File: config.mk
export PLATFORM = sky130hd
export DESIGN_NAME = opnd_addr_gen
export DESIGN_NICKNAME = d
export VERILOG_FILES = /design/src/rtl/oag_pkg.sv /design/src/rtl/oag_ctrl.sv /design/src/rtl/oag_datapath.sv /design/src/rtl/opnd_addr_gen.sv
export SDC_FILE = /design/constraint.sdc
export NUM_CORES = 1
export LEC_CHECK = 0
export BUFFER_PORTS_ARGS = -buffer_cell sky130_fd_sc_hd__buf_4
export CORE_MARGIN = 8
export CORE_UTILIZATION = 40
export CTS_BUF_LIST = sky130_fd_sc_hd__clkbuf_8
export CTS_CLUSTER_SIZE = 14
export DETAILED_ROUTE_END_ITERATION = 10
export HOLD_SLACK_MARGIN = 0.05
export PLACE_DENSITY = 0.83
export SLEW_MARGIN = 20
export SYNTH_ARGS = -nofsm -noshare
export SYNTH_HDL_FRONTEND = slang
export SYNTH_HIERARCHICAL = 1
export SYNTH_SLANG_ARGS = --single-unit
File: constraint.sdc
create_clock -name clk -period 7 [get_ports clk]
set_clock_uncertainty 0.2 [all_clocks]
set_input_delay 0.35 -clock clk [delete_from_list [all_inputs] [get_ports clk]]
set_output_delay 0.35 -clock clk [all_outputs]
set_load 0.02 [all_outputs]
File: src/rtl/oag_pkg.sv
package oag_pkg;

  typedef enum logic [1:0] {
    SEG_ES = 2'd0,
    SEG_CS = 2'd1,
    SEG_SS = 2'd2,
    SEG_DS = 2'd3
  } segCode_e;

  typedef enum logic [1:0] {
    DISP_NONE  = 2'd0,
    DISP_SHORT = 2'd1,
    DISP_LONG  = 2'd2,
    DISP_LONG2 = 2'd3
  } dispKind_e;

  // strobes from control to datapath
  typedef struct packed {
    logic      load;
    logic      addBase;
    logic      baseIsBp;
    logic      addIndex;
    logic      indexIsDi;
    dispKind_e dispKind;
    segCode_e  segCode;
  } oagStrobes_t;

endpackage

File: src/rtl/oag_ctrl.sv
module oag_ctrl
  import oag_pkg::*;
(
  input  logic        clk,
  input  logic        rstN,
  input  logic        reqValid,
  input  logic        useBase,
  input  logic        baseSel,
  input  logic        useIndex,
  input  logic        idxSel,
  input  logic [1:0]  dispKind,
  input  logic        segOvrValid,
  input  logic [1:0]  segOvrSel,
  output oagStrobes_t strobes,
  output logic        outValid
);

  segCode_e defaultSeg;

  always_comb begin
    defaultSeg = (useBase && baseSel) ? SEG_SS : SEG_DS;
    strobes.load      = reqValid;
    strobes.addBase   = useBase;
    strobes.baseIsBp  = baseSel;
    strobes.addIndex  = useIndex;
    strobes.indexIsDi = idxSel;
    strobes.dispKind  = dispKind_e'(dispKind);
    strobes.segCode   = segOvrValid ? segCode_e'(segOvrSel) : defaultSeg;
  end

  always_ff @(posedge clk) begin
    if (!rstN) outValid <= 1'b0;
    else       outValid <= reqValid;
  end

  // valid follows each request by exactly one cycle
  p_valid_after_req_r1: assert property (@(posedge clk) disable iff (!rstN)
    reqValid |=> outValid);
  p_valid_idle_r1: assert property (@(posedge clk) disable iff (!rstN)
    !reqValid |=> !outValid);

endmodule

File: src/rtl/oag_datapath.sv
module oag_datapath
  import oag_pkg::*;
#(
  parameter int OFS_W     = 16,
  parameter int SEG_SHIFT = 4,
  parameter int SHORT_W   = 8
) (
  input  logic                          clk,
  input  logic                          rstN,
  input  oagStrobes_t                   strobes,
  input  logic [OFS_W-1:0]              disp,
  input  logic [OFS_W-1:0]              regBx,
  input  logic [OFS_W-1:0]              regBp,
  input  logic [OFS_W-1:0]              regSi,
  input  logic [OFS_W-1:0]              regDi,
  input  logic [OFS_W-1:0]              segCs,
  input  logic [OFS_W-1:0]              segDs,
  input  logic [OFS_W-1:0]              segEs,
  input  logic [OFS_W-1:0]              segSs,
  output logic [OFS_W-1:0]              eaQ,
  output logic [OFS_W+SEG_SHIFT-1:0]    paQ,
  output logic [1:0]                    segQ
);

  localparam int PA_W    = OFS_W + SEG_SHIFT;
  localparam int EXT_W   = OFS_W - SHORT_W;
  localparam int NUM_SEG = 4;

  logic [OFS_W-1:0] baseTerm, indexTerm, dispTerm, eaNext, segVal;
  logic [PA_W-1:0]  paNext;
  logic [OFS_W-1:0] segArr [NUM_SEG];

  assign segArr[SEG_ES] = segEs;
  assign segArr[SEG_CS] = segCs;
  assign segArr[SEG_SS] = segSs;
  assign segArr[SEG_DS] = segDs;

  always_comb begin
    baseTerm  = '0;
    indexTerm = '0;
    if (strobes.addBase)  baseTerm  = strobes.baseIsBp  ? regBp : regBx;
    if (strobes.addIndex) indexTerm = strobes.indexIsDi ? regDi : regSi;
    case (strobes.dispKind)
      DISP_NONE:  dispTerm = '0;
      DISP_SHORT: dispTerm = {{EXT_W{disp[SHORT_W-1]}}, disp[SHORT_W-1:0]};
      default:    dispTerm = disp;
    endcase
    eaNext = baseTerm + indexTerm + dispTerm;
    segVal = segArr[strobes.segCode];
    paNext = {segVal, {SEG_SHIFT{1'b0}}} + {{SEG_SHIFT{1'b0}}, eaNext};
  end

  always_ff @(posedge clk) begin
    if (!rstN) begin
      eaQ  <= '0;
      paQ  <= '0;
      segQ <= '0;
    end else if (strobes.load) begin
      eaQ  <= eaNext;
      paQ  <= paNext;
      segQ <= strobes.segCode;
    end
  end

  // results hold without a request
  p_hold_idle_r9: assert property (@(posedge clk) disable iff (!rstN)
    !strobes.load |=> ($stable(eaQ) && $stable(paQ) && $stable(segQ)));
  // shifted segment leaves the low nibble of the offset untouched
  p_low_nibble_r6: assert property (@(posedge clk) disable iff (!rstN)
    paQ[SEG_SHIFT-1:0] == eaQ[SEG_SHIFT-1:0]);

endmodule

File: src/rtl/opnd_addr_gen.sv
module opnd_addr_gen
  import oag_pkg::*;
#(
  parameter int OFS_W     = 16,
  parameter int SEG_SHIFT = 4,
  parameter int SHORT_W   = 8
) (
  input  logic                       clk,
  input  logic                       rstN,
  input  logic                       reqValid,
  input  logic                       useBase,
  input  logic                       baseSel,
  input  logic                       useIndex,
  input  logic                       idxSel,
  input  logic [1:0]                 dispKind,
  input  logic [OFS_W-1:0]           disp,
  input  logic                       segOvrValid,
  input  logic [1:0]                 segOvrSel,
  input  logic [OFS_W-1:0]           regBx,
  input  logic [OFS_W-1:0]           regBp,
  input  logic [OFS_W-1:0]           regSi,
  input  logic [OFS_W-1:0]           regDi,
  input  logic [OFS_W-1:0]           segCs,
  input  logic [OFS_W-1:0]           segDs,
  input  logic [OFS_W-1:0]           segEs,
  input  logic [OFS_W-1:0]           segSs,
  output logic                       outValid,
  output logic [OFS_W-1:0]           effAddr,
  output logic [OFS_W+SEG_SHIFT-1:0] physAddr,
  output logic [1:0]                 segUsed
);

  oagStrobes_t strobes;

  oag_ctrl u_ctrl (
    .clk(clk), .rstN(rstN), .reqValid(reqValid),
    .useBase(useBase), .baseSel(baseSel), .useIndex(useIndex), .idxSel(idxSel),
    .dispKind(dispKind), .segOvrValid(segOvrValid), .segOvrSel(segOvrSel),
    .strobes(strobes), .outValid(outValid)
  );

  oag_datapath #(.OFS_W(OFS_W), .SEG_SHIFT(SEG_SHIFT), .SHORT_W(SHORT_W)) u_dp (
    .clk(clk), .rstN(rstN), .strobes(strobes), .disp(disp),
    .regBx(regBx), .regBp(regBp), .regSi(regSi), .regDi(regDi),
    .segCs(segCs), .segDs(segDs), .segEs(segEs), .segSs(segSs),
    .eaQ(effAddr), .paQ(physAddr), .segQ(segUsed)
  );

  // direct form returns the displacement as offset
  p_direct_disp_r4: assert property (@(posedge clk) disable iff (!rstN)
    (reqValid && !useBase && !useIndex && dispKind == 2'd2) |=> effAddr == $past(disp));
  // BP base without override lands in the stack segment
  p_bp_default_ss_r7: assert property (@(posedge clk) disable iff (!rstN)
    (reqValid && !segOvrValid && useBase && baseSel) |=> segUsed == 2'd2);
  // override code is reported
  p_override_r8: assert property (@(posedge clk) disable iff (!rstN)
    (reqValid && segOvrValid) |=> segUsed == $past(segOvrSel));

endmodule

==> tab_implementation.tex, run 1 <==
\begin{tabular}{lr}
\hline
Metric & Value \\
\hline
\multicolumn{2}{l}{\textbf{Cells and area}} \\
Layout net count & just over 800 \\
ANT cells & 0 \\
Share of final-layout standard cells stronger than drive strength 1 & between 40\% and 50\% \\
Relative area change from synthesis to final layout & 37.4\% \\
Commonest non-fill, non-tap cells in the layout & buf\_4 (195), nand2\_1 (50), nor2\_1 (40) \\
Most common cell after layout, fill and taps aside & buf\_4 \\
\multicolumn{2}{l}{\textbf{STA}} \\
Max Freq & $\sim$0.20 GHz \\
Max-slew violations & 0 \\
Worst-margin pin slew & approximately 950 ps \\
Slew Limit Headroom & between 30\% and 40\% \\
Sum of negative setup slack & 0 ps \\
Final clock period utilization by the worst path & just over 70\% \\
Final hold violations & 0 \\
Endpoints failing setup & 0 \\
Crit path time final & roughly 5000 ps \\
RSZ-0062 raised after global routing & false \\
\multicolumn{2}{l}{\textbf{Synth}} \\
Asr flop ratio synth & 0\% \\
Post-synth EDFFs & 0 \\
Ys Warns & 6 \\
Most instantiated flip-flop cell in the synthesis netlist & dfxtp\_1 \\
Post-Syn Area per Cell & 8.86 um2 \\
Proportion of synthesized chip area in sequential cells & between 15 and 20\% \\
Post-Syn Instances & approximately 460 \\
Net count of the mapped netlist & between 600 and 700 \\
Netlist area before placement & roughly 4000 um2 \\
Count of cell types in the netlist & 59 \\
FF+latch count, synth & 35 \\
\multicolumn{2}{l}{\textbf{Floorplan}} \\
Starting utilization of the core area & 40.4\% \\
Die area & around 14000 um2 \\
Std cell rows & 37 \\
Area of the placeable core & a little over 10000 um2 \\
Die W & approximately 120 um \\
Die outline height & 117 um \\
I/O pin count & slightly below 200 \\
\multicolumn{2}{l}{\textbf{Setup path}} \\
Worst setup path class & primary input to register \\
Worst-path fanout max & 16 \\
Cell type of the slowest stage on the worst timing path & fa\_1 \\
Cells traversed along the worst timing path & buf\_4 > mux2\_2 > nand2\_1 > fa\_1 > inv\_1 > ha\_1 > inv\_1 > fa\_1 > nor2b\_1 > o31a\_1 > a21oi\_1 > fa\_1 > a211oi\_1 > o21bai\_1 > a21oi\_1 > nor3b\_1 > mux2i\_1 > a221o\_1 > a21oi\_4 > o2111a\_1 > a211oi\_2 \\
Required time of the critical path & about 7000 ps \\
Data arrival time of the critical path & $\sim$5100 ps \\
Count of buffer and inverter cells on the critical path & 3 \\
Kind of end point of the critical path & register \\
Maximum cell stage delay along the critical path & 500 ps \\
CP Launch Type & primary input \\
Most used cell, CP & fa\_1 \\
Cell type group with the largest total delay on the critical path & compound AO/OA/AOI/OAI gates \\
\multicolumn{2}{l}{\textbf{Placement}} \\
Sum of net half-perimeters after detailed placement & 11000 um \\
Number of buffer cells added on primary ports & about 190 \\
Final Wtd Congestion & between 0.8 and 0.9 \\
\multicolumn{2}{l}{\textbf{Power and ir drop}} \\
Ratio of total power to cell area & about 220 nW/um2 \\
Max IR drop VDD & approximately 0.13 mV \\
Sum of internal, switching and leakage power & between 1 and 1.5 mW \\
Leakage power summed over all cells & $\sim$2.8 nW \\
\multicolumn{2}{l}{\textbf{Global routing}} \\
Pin count of the biggest net entering global routing & 38 \\
Vias in the first global route & 4191 \\
Initial antenna violation count & 0 \\
Total congestion overflow & 0 \\
Wire length of the first global-routing pass & around 20000 um \\
Overall routing resource usage & around 18\% \\
\multicolumn{2}{l}{\textbf{CTS}} \\
Cell at the root of the clock tree & clkbuf\_8 \\
Setup Buffers After CTS & 0 \\
Clock tree from TritonCTS & built \\
Post-CTS sizing & 0 \\
Clock slew at the register clock pins of the worst setup and hold paths & 70 ps \\
Clock tree buffer depth & 2 \\
Sink Count & 35 \\
Number of buffers inserted by hold repair at cts & 0 \\
Cts bufs inserted & 5 \\
Worst-skew pair later-pin latency & between 200 and 300 ps \\
CTS HTree Levels & 2 \\
\multicolumn{2}{l}{\textbf{Detailed routing}} \\
Routed len/inst & around 17 um \\
Via total after detailed routing & just under 4k \\
Met2 Routed Length & between 6000 and 7000 um \\
Routed vias/inst & roughly 5.1 \\
Count of routing violations after the opening detailed-route iteration & approximately 200 \\
Sum of met3 wire segment lengths after detailed routing & 1050 um \\
Highest routing layer actually used & met4 \\
Post-detailed-route DRC marker count & 0 \\
Number of search-and-repair iterations in the first detailed-routing pass & 4 \\
Total length of routed wires & about 13000 um \\
Antenna Nets Post-Route & 0 \\
Met1 layer wirelength in the final routing & approximately 5100 um \\
\multicolumn{2}{l}{\textbf{Hold path}} \\
Hold crit path type & primary input to register \\
\multicolumn{2}{l}{\textbf{Flow run}} \\
Max-cap check violation count & 0 \\
\multicolumn{2}{l}{\textbf{Outcome}} \\
Status & completed \\
\hline
\end{tabular}
[synth_stat cells (all sizes together) (2+ instances only)]
master  instances  area [um2]
nand2          50         188
nor2           40         150
dfxtp          35         701
a21oi          34         185
inv            31         116
mux2i          28         280
mux2           27         308
ha             25         313
xnor2          20         175
clkbuf         17        83.8
fa             17         340
mux4           16         364
buf            15         106
o21ai          15        75.1
nor2b           9        56.3
a21o            8        60.1
a211oi          7        57.6
and2            7        45.1
nor3            7        40.0
nand3           6        30.0
o21a            6        46.3
xor2            6        52.6
and3            5        32.5
o211ai          3        22.5
o31ai           3        27.5
or3             3        18.8
a221oi          2        35.0
nand2b          2        12.5
nor4            2        27.5
o211a           2        20.0
o21bai          2        15.0
or2             2        12.5
[final timing paths]
| check | slack, ps | endpoint | from | depth (start not counted) |
|---|---|---|---|---|
| worst min register to register | 260 | u_dp/paQ[17] | u_dp/paQ[17] | 2 |
| worst max-delay path | 1970 | u_dp/paQ[18] | idxSel | 21 |
| worst min-delay path | 130 | u_ctrl/outValid | rstN | 2 |
| worst max register to register | 6080 | u_dp/paQ[18] | u_dp/paQ[18] | 2 |
[flip-flops by register name, summed over array words and instances, names as in the netlist]
register,count
u_ctrl/outValid,1
u_dp/paQ,16
u_dp/eaQ,16
u_dp/segQ,2
[layout make-up]
cell class / count / area, um2
clock buffers: 6 / 82.6
clock inverters: 1 / 5.00
fillers: 889 / 4520
inverters: 32 / 120
multi-input cells: 363 / 3080
flip-flops and latches: 35 / 701
well taps: 136 / 170
repair buffers: 195 / 1460
[worst register-to-register path: stages (launching register included)]
cell and delay [ps]:
dfxtp_1 320, o21ai_0 240, a211oi_2 50
[layer usage]
| layer | vias to the layer above | track usage (%) |
|---|---|---|
| li1 | 1945 | - |
| met1 | 1819 | 21.3 |
| met5 | - | 0 |
| met4 | 0 | 5.72 |
| met3 | 18 | 4.21 |
| met2 | 170 | 32.6 |
[through the flow]
stage               utilization (%)  area [um2]  hold slack (ps)  setup slack (ps)  cells
CTS                            55.5        5620              125              2030    768
floorplan                         -        4090              272              1610    462
global route                   55.5        5620              131              1580    768
global placement               54.6        5540              247              1890    761
finish                         55.5        5620              131              1970    768
detailed placement             54.6        5540              250              1720    761
[kinds of logic (layout without fill, tap and decap cells)]
family | after synthesis | count (layout) | synth area share, %
AND/OR/NAND/NOR | 135 | 135 | 15.4
AO/OA/AOI/OAI | 89 | 89 | 15.1
multiplexers | 71 | 71 | 23.3
buffers and inverters | 64 | 234 | 7.58
adder cells (fa/ha/maj) | 42 | 42 | 16.0
flip-flops | 35 | 35 | 17.1
XOR/XNOR | 26 | 26 | 5.57
[report_power, final]
| group | switching [mW] | internal [mW] | total [mW] |
|---|---|---|---|
| registers | 0.0255 | 0.246 | 0.272 |
| clock network | 0.0689 | 0.0771 | 0.146 |
| logic | 0.447 | 0.388 | 0.835 |
| total | 0.541 | 0.712 | 1.25 |
(Power assumes the default switching activity.)
==> inputs of run 2 (changes only) <==
--- a/config.mk
+++ b/config.mk
@@ -5,6 +5,7 @@
 export SDC_FILE = /design/constraint.sdc
 export NUM_CORES = 1
 export LEC_CHECK = 0
+export ABC_AREA = 1
 export BUFFER_PORTS_ARGS = -buffer_cell sky130_fd_sc_hd__buf_4
 export CORE_MARGIN = 8
 export CORE_UTILIZATION = 40
@@ -12,7 +13,7 @@
 export CTS_CLUSTER_SIZE = 14
 export DETAILED_ROUTE_END_ITERATION = 10
 export HOLD_SLACK_MARGIN = 0.05
-export PLACE_DENSITY = 0.83
+export PLACE_DENSITY = 0.81
 export SLEW_MARGIN = 20
 export SYNTH_ARGS = -nofsm -noshare
 export SYNTH_HDL_FRONTEND = slang
==> constraint.sdc (replaced) <==
create_clock -name clk -period 5.2 [get_ports clk]
set_clock_uncertainty 0.2 [all_clocks]
set_input_delay 0.26 -clock clk [delete_from_list [all_inputs] [get_ports clk]]
set_output_delay 0.26 -clock clk [all_outputs]
set_load 0.02 [all_outputs]
==> tab_implementation.tex, run 2 <==
\begin{tabular}{lr}
\hline
Metric & Value \\
\hline
\multicolumn{2}{l}{\textbf{Global routing}} \\
Vias in the first global route & 5045 \\
Pin count of the biggest net entering global routing & 50 \\
Initial antenna violation count & 0 \\
Total congestion overflow & 0 \\
Overall routing resource usage & about a fifth \\
Wire length of the first global-routing pass & between 20000 and 25000 um \\
\multicolumn{2}{l}{\textbf{Floorplan}} \\
Area of the placeable core & between 10000 and 15000 um2 \\
Die area & $\sim$15000 um2 \\
Die outline height & roughly 120 um \\
Std cell rows & 38 \\
Starting utilization of the core area & roughly two fifths \\
I/O pin count & approximately 200 \\
Die W & around 120 um \\
\multicolumn{2}{l}{\textbf{Detailed routing}} \\
Post-detailed-route DRC marker count & 0 \\
Number of search-and-repair iterations in the first detailed-routing pass & 5 \\
Antenna Nets Post-Route & 0 \\
Count of routing violations after the opening detailed-route iteration & $\sim$360 \\
Routed len/inst & 14.4 um \\
Total length of routed wires & 14900 um \\
Routed vias/inst & roughly 4.9 \\
Via total after detailed routing & between 5k and 6k \\
\multicolumn{2}{l}{\textbf{CTS}} \\
Clock tree from TritonCTS & built \\
Number of buffers inserted by hold repair at cts & 0 \\
Worst-skew pair later-pin latency & 280 ps \\
CTS HTree Levels & 2 \\
Cell at the root of the clock tree & clkbuf\_8 \\
Cts bufs inserted & 5 \\
Setup Buffers After CTS & 0 \\
Post-CTS sizing & 0 \\
Clock slew at the register clock pins of the worst setup and hold paths & around 70 ps \\
Sink Count & 35 \\
Clock tree buffer depth & 2 \\
\multicolumn{2}{l}{\textbf{Cells and area}} \\
Final instance area & between 5000 and 6000 um2 \\
Share of final-layout standard cells stronger than drive strength 1 & a little over a quarter \\
ANT cells & 0 \\
Relative area change from synthesis to final layout & 35.2\% \\
Most common cell after layout, fill and taps aside & buf\_4 \\
Leading registers by flop count & u\_dp/eaQ x16, u\_dp/paQ x16, u\_dp/segQ x2 \\
Layout net count & 1095 \\
Commonest non-fill, non-tap cells in the layout & buf\_4 (199), nor2\_1 (162), nand2\_1 (108) \\
\multicolumn{2}{l}{\textbf{Setup path}} \\
Required time of the critical path & 5180 ps \\
Worst-path fanout max & 13 \\
Worst setup path class & primary input to register \\
Data arrival time of the critical path & roughly 4400 ps \\
Kind of end point of the critical path & register \\
CP Launch Type & primary input \\
\multicolumn{2}{l}{\textbf{Synth}} \\
Ys Warns & 6 \\
Cell types occupying the most area after synthesis & dfxtp\_1 (16\%), nor2\_1 (14\%), o21ai\_0 (9.4\%), nand2\_1 (9.2\%), inv\_1 (8.6\%) \\
Post-Syn Instances & between 700 and 800 \\
FF+latch count, synth & 35 \\
Proportion of synthesized chip area in sequential cells & between 10\% and 20\% \\
Post-synth EDFFs & 0 \\
Most instantiated flip-flop cell in the synthesis netlist & dfxtp\_1 \\
Most common cell in the synthesized netlist & nor2\_1 \\
Fraction of post-synthesis cell area in the top cell type by area & approximately 16\% \\
Asr flop ratio synth & 0\% \\
Netlist area before placement & roughly 4400 um2 \\
Ranking of synthesized cells by instance count & nor2\_1 (162), nand2\_1 (108), inv\_1 (102) \\
Count of cell types in the netlist & 37 \\
Cell type with the highest aggregate area in the netlist & dfxtp\_1 \\
Post-Syn Area per Cell & 6.07 um2 \\
Net count of the mapped netlist & $\sim$930 \\
\multicolumn{2}{l}{\textbf{Placement}} \\
Number of buffer cells added on primary ports & 194 \\
Cell Area, Placed & 5890 um2 \\
Sum of net half-perimeters after detailed placement & 12900 um \\
Final Wtd Congestion & $\sim$0.94 \\
\multicolumn{2}{l}{\textbf{STA}} \\
Final hold violations & 0 \\
Endpoints failing setup & 0 \\
Max-slew violations & 0 \\
Slew Limit Headroom & around three fifths \\
Sum of negative setup slack & 0 ps \\
Crit path time final & 4390 ps \\
Max Freq & around 0.23 GHz \\
RSZ-0062 raised after global routing & false \\
Worst-margin pin slew & 585 ps \\
Final clock period utilization by the worst path & a little over four fifths \\
\multicolumn{2}{l}{\textbf{Outcome}} \\
Status & completed \\
\multicolumn{2}{l}{\textbf{Flow run}} \\
Max-cap check violation count & 0 \\
\multicolumn{2}{l}{\textbf{Power and ir drop}} \\
Ratio of total power to cell area & about 290 nW/um2 \\
Max IR drop VDD & roughly 0.17 mV \\
Leakage power summed over all cells & about 3.3 nW \\
\multicolumn{2}{l}{\textbf{Hold path}} \\
Hold crit path type & primary input to register \\
\hline
\end{tabular}
## run 2: cell types whose count changed after synthesis, sizes merged, moves of 9 or more
cell / change
inv: +73
o21ai: +69
nand3: +32
xnor2: -15
o22ai: +9
nor2: +125
nand4: +9
mux4: -16
mux2: -27
nand2: +70
nor2b: -9
mux2i: -28
## run 2: cells by family after synthesis
| logic type | after synthesis | synth area share [%] |
|---|---|---|
| AOI/OAI and AO/OA | 148 | 19.0 |
| xor gates and xnor gates | 18 | 3.56 |
| adders and majority gates | 42 | 14.8 |
| buffers and inverters | 143 | 13.6 |
| DFF | 35 | 15.8 |
| and+or+nand+nor | 344 | 33.3 |
## run 2: critical path, stage by stage
cell and delay, ps:
buf_4 120, inv_1 280, nor2_1 90, o21ai_0 130, fa_1 460, inv_1 60, ha_1 190, inv_1 80
fa_1 460, inv_1 110, nand3_1 70, nand3_1 130, xor2_1 360, fa_1 290, a21oi_1 80, o21bai_1 250
a21oi_1 110, o21bai_1 240, nand2_1 110, a21boi_2 160, nand2_1 70, nand2_1 70, nor2_1 40, o21ai_1 120
inv_1 40
## run 2: routing by layer
layer	vias up	GRT usage, %	wire length, um
met4	0	4.55	187
met3	17	4.23	1120
met2	178	34.7	7090
met1	2232	24.3	6500
li1	2653	-	-
met5	-	0	0
## run 2: worst paths after layout
kind	startpoint	endpoint	slack, ps	cells after the start
setup reg to reg	u_dp/eaQ[14]	u_dp/eaQ[14]	4220	4
hold reg to reg	u_dp/paQ[15]	u_dp/paQ[15]	300	2
setup / recovery	useIndex	u_dp/paQ[14]	810	25
hold / removal	rstN	u_ctrl/outValid	110	3
## run 2: metrics by stage
stage / cells / power, mW / utilization [%] / hold WS [ps] / setup slack, ps
6_report: 1038 / 1.72 / 55.2 / 111 / 807
5_1_grt: 1038 / 1.89 / 55.2 / 123 / 451
4_1_cts: 1038 / 1.72 / 55.2 / 99.2 / 801
3_5_place_dp: 1030 / 1.51 / 54.3 / 282 / 518
3_3_place_gp: 1030 / 1.49 / 54.3 / 274 / 668
2_1_floorplan: 730 / 1.16 / - / 153 / 736
## run 2: final cells by class
class / instances / area [um2]
well taps: 140 / 175
inverters: 104 / 390
flip-flops and latches: 35 / 701
clock buffers: 7 / 96.3
clock inverters: 1 / 3.75
multi-input cells: 552 / 3130
repair buffers: 199 / 1490
fillers: 1128 / 4850
## run 2: power breakdown
part / leakage (nW) / internal, mW / total, mW / switching [mW]
clock network: 0.0557 / 0.119 / 0.212 / 0.0934
registers: 0.291 / 0.317 / 0.344 / 0.0266
logic: 2.96 / 0.470 / 1.16 / 0.692
total: 3.30 / 0.906 / 1.72 / 0.812
==> inputs of run 3 (changes only) <==
--- a/config.mk
+++ b/config.mk
@@ -13,7 +13,7 @@
 export CTS_CLUSTER_SIZE = 14
 export DETAILED_ROUTE_END_ITERATION = 10
 export HOLD_SLACK_MARGIN = 0.05
-export PLACE_DENSITY = 0.81
+export PLACE_DENSITY = 0.84
 export SLEW_MARGIN = 20
 export SYNTH_ARGS = -nofsm -noshare
 export SYNTH_HDL_FRONTEND = slang
==> constraint.sdc (replaced) <==
create_clock -name clk -period 3.5 [get_ports clk]
set_clock_uncertainty 0.2 [all_clocks]
set_input_delay 0.175 -clock clk [delete_from_list [all_inputs] [get_ports clk]]
set_output_delay 0.175 -clock clk [all_outputs]
set_load 0.02 [all_outputs]
==> tab_implementation.tex, run 3 (synthesis results as in run 2) <==
\begin{tabular}{lr}
\hline
Metric & Value \\
\hline
\multicolumn{2}{l}{\textbf{Setup path}} \\
CP Launch Type & primary input \\
Cell type group with the largest total delay on the critical path & simple AND/OR/NAND/NOR gates \\
Maximum cell stage delay along the critical path & 460 ps \\
Count of buffer and inverter cells on the critical path & 7 \\
Kind of end point of the critical path & register \\
Worst-path fanout max & 12 \\
Cell type of the slowest stage on the worst timing path & fa\_1 \\
Data arrival time of the critical path & 3970 ps \\
Required time of the critical path & 3490 ps \\
Worst setup path class & primary input to register \\
\multicolumn{2}{l}{\textbf{CTS}} \\
Sink Count & 35 \\
Worst-skew pair later-pin latency & about 280 ps \\
Cts bufs inserted & 5 \\
CTS HTree Levels & 2 \\
Cell at the root of the clock tree & clkbuf\_8 \\
Clock slew at the register clock pins of the worst setup and hold paths & around 70 ps \\
Clock tree from TritonCTS & built \\
Clock tree buffer depth & 2 \\
\multicolumn{2}{l}{\textbf{STA}} \\
Worst-margin pin slew & 622 ps \\
Endpoints failing setup & 11 \\
Slew Limit Headroom & $\sim$58\% \\
Sum of negative setup slack & -3520 ps \\
Max-slew violations & 0 \\
RSZ-0062 raised after global routing & true \\
Final hold violations & 0 \\
Max Freq & approximately 0.25 GHz \\
Crit path time final & 3980 ps \\
Post-route setup slack & -479 ps \\
Final clock period utilization by the worst path & 114\% \\
\multicolumn{2}{l}{\textbf{Detailed routing}} \\
Antenna Nets Post-Route & 0 \\
Via total after detailed routing & 6089 \\
Routed len/inst & about 17 um \\
Routed vias/inst & 5.31 \\
Post-detailed-route DRC marker count & 0 \\
Number of search-and-repair iterations in the first detailed-routing pass & 7 \\
Count of routing violations after the opening detailed-route iteration & 473 \\
Total length of routed wires & 19200 um \\
\multicolumn{2}{l}{\textbf{Global routing}} \\
Total congestion overflow & 0 \\
Initial antenna violation count & 0 \\
Overall routing resource usage & 22.2\% \\
Wire length of the first global-routing pass & 26900 um \\
Pin count of the biggest net entering global routing & 50 \\
Vias in the first global route & between 5k and 6k \\
\multicolumn{2}{l}{\textbf{Floorplan}} \\
Die outline height & 121 um \\
Std cell rows & 38 \\
Die area & 14700 um2 \\
Die W & approximately 120 um \\
Starting utilization of the core area & about two fifths \\
I/O pin count & a little under 200 \\
Area of the placeable core & roughly 11000 um2 \\
\multicolumn{2}{l}{\textbf{Hold path}} \\
Hold crit path type & primary input to register \\
\multicolumn{2}{l}{\textbf{Cells and area}} \\
Flip-flop and latch area & $\sim$700 um2 \\
Share of final-layout standard cells stronger than drive strength 1 & a little under half \\
Final core utilization & between 60 and 70\% \\
Commonest non-fill, non-tap cells in the layout & buf\_4 (293), nor2\_1 (149), nand2\_1 (91) \\
ANT cells & 0 \\
Final instance area & $\sim$7500 um2 \\
Relative area change from synthesis to final layout & 69.1\% \\
FILL cells & 818 \\
Area taken by multi-input logic gates & around 3700 um2 \\
Most common cell after layout, fill and taps aside & buf\_4 \\
Final instance count without filler cells & between 1k and 1.5k \\
Layout net count & 1204 \\
Leading registers by flop count & u\_dp/eaQ x16, u\_dp/paQ x16, u\_dp/segQ x2 \\
\multicolumn{2}{l}{\textbf{Power and ir drop}} \\
Leakage power summed over all cells & just under 4 nW \\
Ratio of total power to cell area & approximately 500 nW/um2 \\
Max IR drop VDD & about 0.34 mV \\
\multicolumn{2}{l}{\textbf{Placement}} \\
Placed Instances & approximately 1.1k \\
Sum of net half-perimeters after detailed placement & between 10000 and 15000 um \\
Final Wtd Congestion & $\sim$0.9 \\
Worst Setup Slack post-DPL & -675 ps \\
Cell Area, Placed & 6670 um2 \\
Number of buffer cells added on primary ports & between 150 and 200 \\
\multicolumn{2}{l}{\textbf{Flow run}} \\
Max-cap check violation count & 0 \\
\multicolumn{2}{l}{\textbf{Outcome}} \\
Status & complete, but fails checks \\
Violated checks & negative setup slack \\
\hline
\end{tabular}
-- run 3: worst paths after layout --
kind	slack [ps]	to	depth (start not counted)	startpoint
max	-480	u_dp/paQ[18]	28	baseSel
min	120	u_ctrl/outValid	3	reqValid
max reg2reg	2450	u_dp/eaQ[8]	4	u_dp/eaQ[8]
min reg2reg	300	u_dp/eaQ[12]	2	u_dp/eaQ[12]
-- run 3: timing repair --
item | CTS | global route
setup buffers | 15 | 6
gates cloned | 1 | 0
endpoints found under the hold margin | 14 | 0
resized for setup | 59 | 69
setup endpoints to repair | 10 | 12
hold buffers | 1 | 0
pin swaps | 32 | 47
-- run 3: worst register-to-register path: stages (launching register included) --
cell and delay, ps:
dfxtp_1 340, nor2_1 50, nor2_1 160, o21ai_0 170
inv_1 90
-- run 3: report_power, final --
part / internal [mW] / switching, mW / total (mW)
logic: 1.35 / 1.55 / 2.90
clock network: 0.177 / 0.143 / 0.320
registers: 0.472 / 0.0407 / 0.512
-- run 3: through the flow --
stage / power [mW] / hold WS [ps]
after floorplan: 1.79 / 68.5
final: 3.73 / 124
after global placement: 2.65 / 272
after CTS: 3.26 / 118
after global routing: 3.94 / 170
after detailed placement: 2.70 / 282
-- run 3: layout make-up --
type                       count  area share, %
inverter                     104           5.41
clock inverter                 1         0.0501
timing repair buffer         307           31.7
multi-input combinational    552           49.8
sequential                    35           9.36
timing repair inverter         1         0.0668
tap                          140           2.34
clock buffer                   7           1.29
-- run 3: routing by layer --
layer | global-route usage (%) | vias up | wire, um
li1 | - | 2867 | -
met1 | 25.8 | 2816 | 7410
met2 | 39.7 | 337 | 9570
met3 | 4.98 | 69 | 1540
met4 | 6.78 | 0 | 701
met5 | 0 | - | 0
